<file path="src/rtl/i2c_bit_pkg.sv">
package i2c_bit_pkg;

  localparam logic [2:0] OP_START  = 3'd0;
  localparam logic [2:0] OP_RSTART = 3'd1;
  localparam logic [2:0] OP_WRITE  = 3'd2;
  localparam logic [2:0] OP_READ   = 3'd3;
  localparam logic [2:0] OP_STOP   = 3'd4;

  // base phase lengths at scale 1
  localparam int unsigned BASE_W       = 5;
  localparam int unsigned BASE_HOLD    = 6;
  localparam int unsigned BASE_DHOLD   = 7;
  localparam int unsigned BASE_SETUP   = 3;
  localparam int unsigned BASE_HIGH    = 10;
  localparam int unsigned BASE_RS_HIGH = 20;

  typedef enum logic [2:0] {
    PH_IDLE,
    PH_HOLD,
    PH_LOW1,
    PH_LOW2,
    PH_HIGH
  } phase_e;

endpackage

</file>
<file path="src/rtl/i2c_phase_len.sv">
module i2c_phase_len
  import i2c_bit_pkg::*;
#(
  parameter int unsigned DIV_W = 8,
  parameter int unsigned LEN_W = DIV_W + BASE_W
) (
  input  phase_e             phase,
  input  logic [2:0]         op,
  input  logic [DIV_W-1:0]   div,
  output logic [LEN_W-1:0]   len
);

  logic [BASE_W-1:0] base;

  always_comb begin
    case (phase)
      PH_HOLD: base = BASE_W'(BASE_HOLD);
      PH_LOW1: base = BASE_W'(BASE_DHOLD);
      PH_LOW2: base = BASE_W'(BASE_SETUP);
      PH_HIGH: base = (op == OP_RSTART) ? BASE_W'(BASE_RS_HIGH) : BASE_W'(BASE_HIGH);
      default: base = '0;
    endcase
  end

  always_comb begin
    len = LEN_W'(base) * (LEN_W'(div) + LEN_W'(1));
  end

endmodule

</file>
<file path="src/rtl/i2c_phase_timer.sv">
module i2c_phase_timer #(
  parameter int unsigned W = 13
) (
  input  logic         clk,
  input  logic         rst_n,
  input  logic         load,
  input  logic [W-1:0] load_val,
  output logic         last
);

  logic [W-1:0] cnt_q;
  logic [W-1:0] cnt_d;
  logic         cnt_en;

  always_comb begin
    cnt_en = load || (cnt_q != '0);
    if (load) cnt_d = load_val - W'(1);
    else      cnt_d = cnt_q - W'(1);
  end

  always_ff @(posedge clk or negedge rst_n) begin
    if (!rst_n)      cnt_q <= '0;
    else if (cnt_en) cnt_q <= cnt_d;
  end

  assign last = (cnt_q == '0);

endmodule

</file>
<file path="src/rtl/i2c_bit_engine.sv">
module i2c_bit_engine
  import i2c_bit_pkg::*;
#(
  parameter int unsigned DIV_W = 8
) (
  input  logic             clk,
  input  logic             rst_n,
  input  logic [DIV_W-1:0] rate_div,
  input  logic             cmd_valid,
  output logic             cmd_ready,
  input  logic [2:0]       cmd_op,
  input  logic             cmd_bit,
  output logic             done,
  output logic             rd_bit,
  output logic             scl_oe,
  output logic             sda_oe,
  input  logic             sda_i
);

  localparam int unsigned LEN_W = DIV_W + BASE_W;

  phase_e            phase_q, phase_d;
  logic [2:0]        op_q, op_d;
  logic              bit_q, bit_d;
  logic [DIV_W-1:0]  div_q, div_d;
  logic              scl_q, scl_d;
  logic              sda_q, sda_d;
  logic              done_q, done_d;
  logic              rd_q, rd_d;
  logic              accept;
  logic              load;
  logic              last;
  logic              new_sda;
  logic [LEN_W-1:0]  len;

  // drive level SDA takes at the data point of the current command
  always_comb begin
    case (op_q)
      OP_WRITE: new_sda = !bit_q;
      OP_STOP:  new_sda = 1'b1;
      default:  new_sda = 1'b0;
    endcase
  end

  assign accept = cmd_valid && (phase_q == PH_IDLE);

  always_comb begin
    phase_d = phase_q;
    op_d    = op_q;
    bit_d   = bit_q;
    div_d   = div_q;
    scl_d   = scl_q;
    sda_d   = sda_q;
    rd_d    = rd_q;
    done_d  = 1'b0;
    load    = 1'b0;
    case (phase_q)
      PH_IDLE: begin
        if (cmd_valid) begin
          op_d  = cmd_op;
          bit_d = cmd_bit;
          div_d = rate_div;
          case (cmd_op)
            OP_START: begin
              phase_d = PH_HOLD;
              sda_d   = 1'b1;
              scl_d   = 1'b0;
              load    = 1'b1;
            end
            OP_RSTART, OP_WRITE, OP_READ, OP_STOP: begin
              phase_d = PH_LOW1;
              scl_d   = 1'b1;
              load    = 1'b1;
            end
            default: done_d = 1'b1;
          endcase
        end
      end
      PH_HOLD: begin
        if (last) begin
          phase_d = PH_IDLE;
          scl_d   = 1'b1;
          done_d  = 1'b1;
        end
      end
      PH_LOW1: begin
        if (last) begin
          phase_d = PH_LOW2;
          sda_d   = new_sda;
          load    = 1'b1;
        end
      end
      PH_LOW2: begin
        if (last) begin
          phase_d = PH_HIGH;
          scl_d   = 1'b0;
          load    = 1'b1;
        end
      end
      PH_HIGH: begin
        if (last) begin
          case (op_q)
            OP_RSTART: begin
              phase_d = PH_HOLD;
              sda_d   = 1'b1;
              load    = 1'b1;
            end
            OP_STOP: begin
              phase_d = PH_IDLE;
              sda_d   = 1'b0;
              done_d  = 1'b1;
            end
            default: begin
              phase_d = PH_IDLE;
              scl_d   = 1'b1;
              rd_d    = (op_q == OP_READ) ? sda_i : rd_q;
              done_d  = 1'b1;
            end
          endcase
        end
      end
      default: phase_d = PH_IDLE;
    endcase
  end

  i2c_phase_len #(.DIV_W(DIV_W), .LEN_W(LEN_W)) u_len (
    .phase (phase_d),
    .op    (op_d),
    .div   (div_d),
    .len   (len)
  );

  i2c_phase_timer #(.W(LEN_W)) u_timer (
    .clk      (clk),
    .rst_n    (rst_n),
    .load     (load),
    .load_val (len),
    .last     (last)
  );

  // command capture, enabled only on acceptance
  always_ff @(posedge clk or negedge rst_n) begin
    if (!rst_n) begin
      op_q  <= OP_START;
      bit_q <= 1'b0;
      div_q <= '0;
    end else if (accept) begin
      op_q  <= op_d;
      bit_q <= bit_d;
      div_q <= div_d;
    end
  end

  always_ff @(posedge clk or negedge rst_n) begin
    if (!rst_n) begin
      phase_q <= PH_IDLE;
      scl_q   <= 1'b0;
      sda_q   <= 1'b0;
      done_q  <= 1'b0;
      rd_q    <= 1'b0;
    end else begin
      phase_q <= phase_d;
      scl_q   <= scl_d;
      sda_q   <= sda_d;
      done_q  <= done_d;
      rd_q    <= rd_d;
    end
  end

  assign cmd_ready = (phase_q == PH_IDLE);
  assign done      = done_q;
  assign rd_bit    = rd_q;
  assign scl_oe    = scl_q;
  assign sda_oe    = sda_q;

endmodule

</file>
<file path="config.mk">
export PLATFORM = sky130hd
export DESIGN_NAME = i2c_bit_engine
export DESIGN_NICKNAME = d
export VERILOG_FILES = /design/src/rtl/i2c_bit_pkg.sv /design/src/rtl/i2c_phase_len.sv /design/src/rtl/i2c_phase_timer.sv /design/src/rtl/i2c_bit_engine.sv
export SDC_FILE = /design/constraint.sdc
export NUM_CORES = 1
export LEC_CHECK = 0
export BUFFER_PORTS_ARGS = -buffer_cell sky130_fd_sc_hd__buf_2
export CORE_UTILIZATION = 45
export DETAILED_ROUTE_END_ITERATION = 6
export GPL_TIMING_DRIVEN = 0
export HOLD_SLACK_MARGIN = 0.02
export PLACE_DENSITY = 0.65
export SYNTH_ARGS = -nofsm -noshare
export SYNTH_HDL_FRONTEND = slang
export SYNTH_SLANG_ARGS = --single-unit
</file>
<file path="constraint.sdc">
create_clock -name clk -period 5.7 [get_ports clk]
set_clock_uncertainty 0.2 [all_clocks]
set_input_delay 0.57 -clock clk [delete_from_list [all_inputs] [get_ports clk]]
set_output_delay 0.57 -clock clk [all_outputs]
set_load 0.02 [all_outputs]
</file>
==> flow_summary.toml <==
[pwr]
power_w = 0.0009839
peakVddDrop_uv = 95.85
p_leak_nw = 2.026
p_per_area_mw_per_mm2 = 234.7

[worst_setup_path]
start_kind = "register"
rrSetupSlack_ns = 0.04
arrival_ns = 5.67
cpPeakStageDelay_ns = 0.55
endpoint_kind = "register"
path_cells = "inv_2 > ha_4 > or4b_4 > nor3_4 > mux2i_1 > nor2b_4 > or3_1 > buf_6 > buf_4 > nand2_1 > fa_1 > inv_1 > fa_1 > inv_1 > fa_1 > inv_1 > ha_1 > a21o_1 > nand2_1 > o31ai_2 > o41ai_2 > xnor3_1 > mux2i_1"
required_ns = 5.71
r2r_start = "u_timer.cnt_q[0]$_DFFE_PN0P_"
criticalPathCategory = "register to register"
r2r-end = "u_timer.cnt_q[12]$_DFFE_PN0P_"
reg2regPathDepth = 23
crit_fanout = 5
cp_slowest_cell = "fa_1"

[placed_design]
dp_slack_ns = -0.7728
io_buffers = 20
placement.cell_area_mm2 = 0.003705
globalplace.congestion = 0.8125
dp_cells = 530
post-dp-hpwl_mm = 5.899

[floorplanning]
die_w_um = 89.95
dieArea_mm2 = 0.008091
rows = 31
core_area_mm2 = 0.007370
start_util = 0.4723
fp.dieH_um = 89.95
io_pins = 21

[run_status]
status = "finished clean"

[clock_tree]
cts_sinks = 32
htreeDepth = 2
postCtsHoldBufs = 0
cts-root-buf = "clkbuf_8"
clk_latency_ns = 0.29
numCtsBuffers = 5
clock_path_buffers = 2
cts_tree = "done"
cts.clk_slew.worst_paths_ns = 0.08

[logic_synthesis]
synth_top_area_frac = 0.2301
synth_area_leaders = "dfrtp_1 23%, fa_1 14%, ha_1 9.3%"
synth-edff-count = 0
syn_area_per_cell_um2 = 8.469
async_flop_share = 1.000
syn_nets = 477
yosys-top-cells-count = "64 x nand2_1, 58 x inv_1, 32 x dfrtp_1"
synthFlopType = "dfrtp_1"
synth.most_common_cell = "nand2_1"
syn_area_mm2 = 0.003481
ys_ff_latch = 32
ys_warn_count = 0
syn_inst = 411
yosysUniqueCellTypes = 53
yosysTopAreaCell = "dfrtp_1"
ys_seq_area_frac = 0.2301

[min_path]
hold_path.class = "input pin to async pin"

[routing]
firstDrtPassIters = 4
drtIter0Drc = 114
wl_mm = 7.948
ant_nets = 0
vias_per_cell = 5.306
wl_per_cell_um = 14.40
vias = 2929
drc_errors = 0

[global_routing]
grt_pass1_vias = 2957
grt_pass1_wl_mm = 13.68
antenna_found_initial = 0
grt-ovfl-total = 0
grt_use_total = 0.2084
grt_max_degree = 33

[timing]
final.min_clock_period_ns = 5.660
timing.final.hold_violations = 0
rsz0062_at_grt = "yes"
max_slew.worst_pin.slew_ns = 0.7334
drv_slew = 0
final-setup-viol-count = 0
worst_slack_ns = 0.04025
relSlewSlack = 0.5111
hold_ws_ns = 0.1330
fmaxAchievable_mhz = 176.7
period_share = 0.9929

[layout]
diodes = 0
layout.nets = 518
nFillCells = 684
instances_no_fill = 552
finalInstanceArea_mm2 = 0.004192
drive_gt1_frac = 0.2318
syn_to_final_growth_pct = 20.42

[run]
max_cap_viol_count = 0
## state kept, by name, indices dropped and copies added (netlist names)
register       flops
u_timer.cnt_q     13
div_q              8
op_q               3
phase_q            3
bit_q              1
done               1
rd_bit             1
scl_oe             1
sda_oe             1
## report_power, final
| part | internal (W) | switching, W | leakage, nW | total (W) |
|---|---|---|---|---|
| clock | 0.000129 | 0.0000958 | 0.0541 | 0.000225 |
| combinational | 0.000197 | 0.000220 | 1.58 | 0.000416 |
| sequential | 0.000272 | 0.0000705 | 0.391 | 0.000342 |
| total | 0.000598 | 0.000386 | 2.03 | 0.000984 |
## kinds of logic after synthesis
family / share of synthesized area
flops: 0.2301
xor+xnor: 0.06686
fa+ha+maj: 0.2315
compound gates: 0.1143
simple gates: 0.2383
buf+inv: 0.08950
mux: 0.02948
## through the flow
stage,utilization,TNS (ns)
2_1_floorplan,-,0
6_report,0.5688,0
3_5_place_dp,0.5027,-3.136
5_1_grt,0.5688,-0.3884
3_3_place_gp,0.5027,-2.440
4_1_cts,0.5492,0
## how the worst max path moves through the flow
stage	startpoint	endpoint
floorplan	u_timer.cnt_q[0]$_DFFE_PN0P_	u_timer.cnt_q[12]$_DFFE_PN0P_
finish	u_timer.cnt_q[0]$_DFFE_PN0P_	u_timer.cnt_q[12]$_DFFE_PN0P_
global route	u_timer.cnt_q[0]$_DFFE_PN0P_	u_timer.cnt_q[12]$_DFFE_PN0P_
global placement	u_timer.cnt_q[0]$_DFFE_PN0P_	u_timer.cnt_q[12]$_DFFE_PN0P_
detailed placement	u_timer.cnt_q[0]$_DFFE_PN0P_	u_timer.cnt_q[12]$_DFFE_PN0P_
CTS	u_timer.cnt_q[0]$_DFFE_PN0P_	u_timer.cnt_q[12]$_DFFE_PN0P_
## cell usage in the layout, fill, tap and decap left out, types with 4 or more instances in the layout
master    instances
a21oi_1          15
xor2_1           10
xnor2_2           4
mux2i_1           7
buf_6             6
xnor2_1           9
nand2_1          64
and3_1            5
clkbuf_8          5
inv_1            54
nand2b_1          6
dfrtp_1          32
buf_2            22
nor2_1           23
o31ai_1           4
and2_1           12
inv_2             5
buf_4            15
ha_1             22
nor3_1            6
fa_1             23
nand3_1           9
o21ai_0          11
a21o_1            5
## worst max-delay path: cells and delay by family, from the launching register on
family                     cells  cell delay, ns
AOI/OAI and AO/OA              3            0.52
xor gates and xnor gates       1            0.29
adders and majority gates      5            2.01
buffers and inverters          6            0.44
DFF                            1            0.40
muxes                          2            0.44
and+or+nand+nor                6            1.25
## routing by layer
metal	part of all wire	track usage
met5	0	0
met4	0.013	0.05645
met3	0.027	0.03130
met2	0.48	0.3481
met1	0.48	0.2822
## final cells by class
cell class	instances	area [um^2]	share of cell area
Multi-Input combinational cell	306	2620	0.6251
Sequential cell	32	800.8	0.1910
Inverter	59	221.5	0.05284
Timing Repair Buffer	35	216.5	0.05164
Tap cell	99	123.9	0.02955
Buffer	13	97.59	0.02328
Clock buffer	5	68.82	0.01642
Clock inverter	3	42.54	0.01015
## what timing repair did
| action | 4_1_cts | 5_1_grt |
|---|---|---|
| pin swaps | 9 | 15 |
| cloned | 0 | 0 |
| resized for setup | 34 | 27 |
| endpoints found under the hold margin | 0 | 0 |
| buffers inserted | 8 | 7 |
| endpoints found under the setup margin | 7 | 5 |
(Power assumes the default switching activity.)
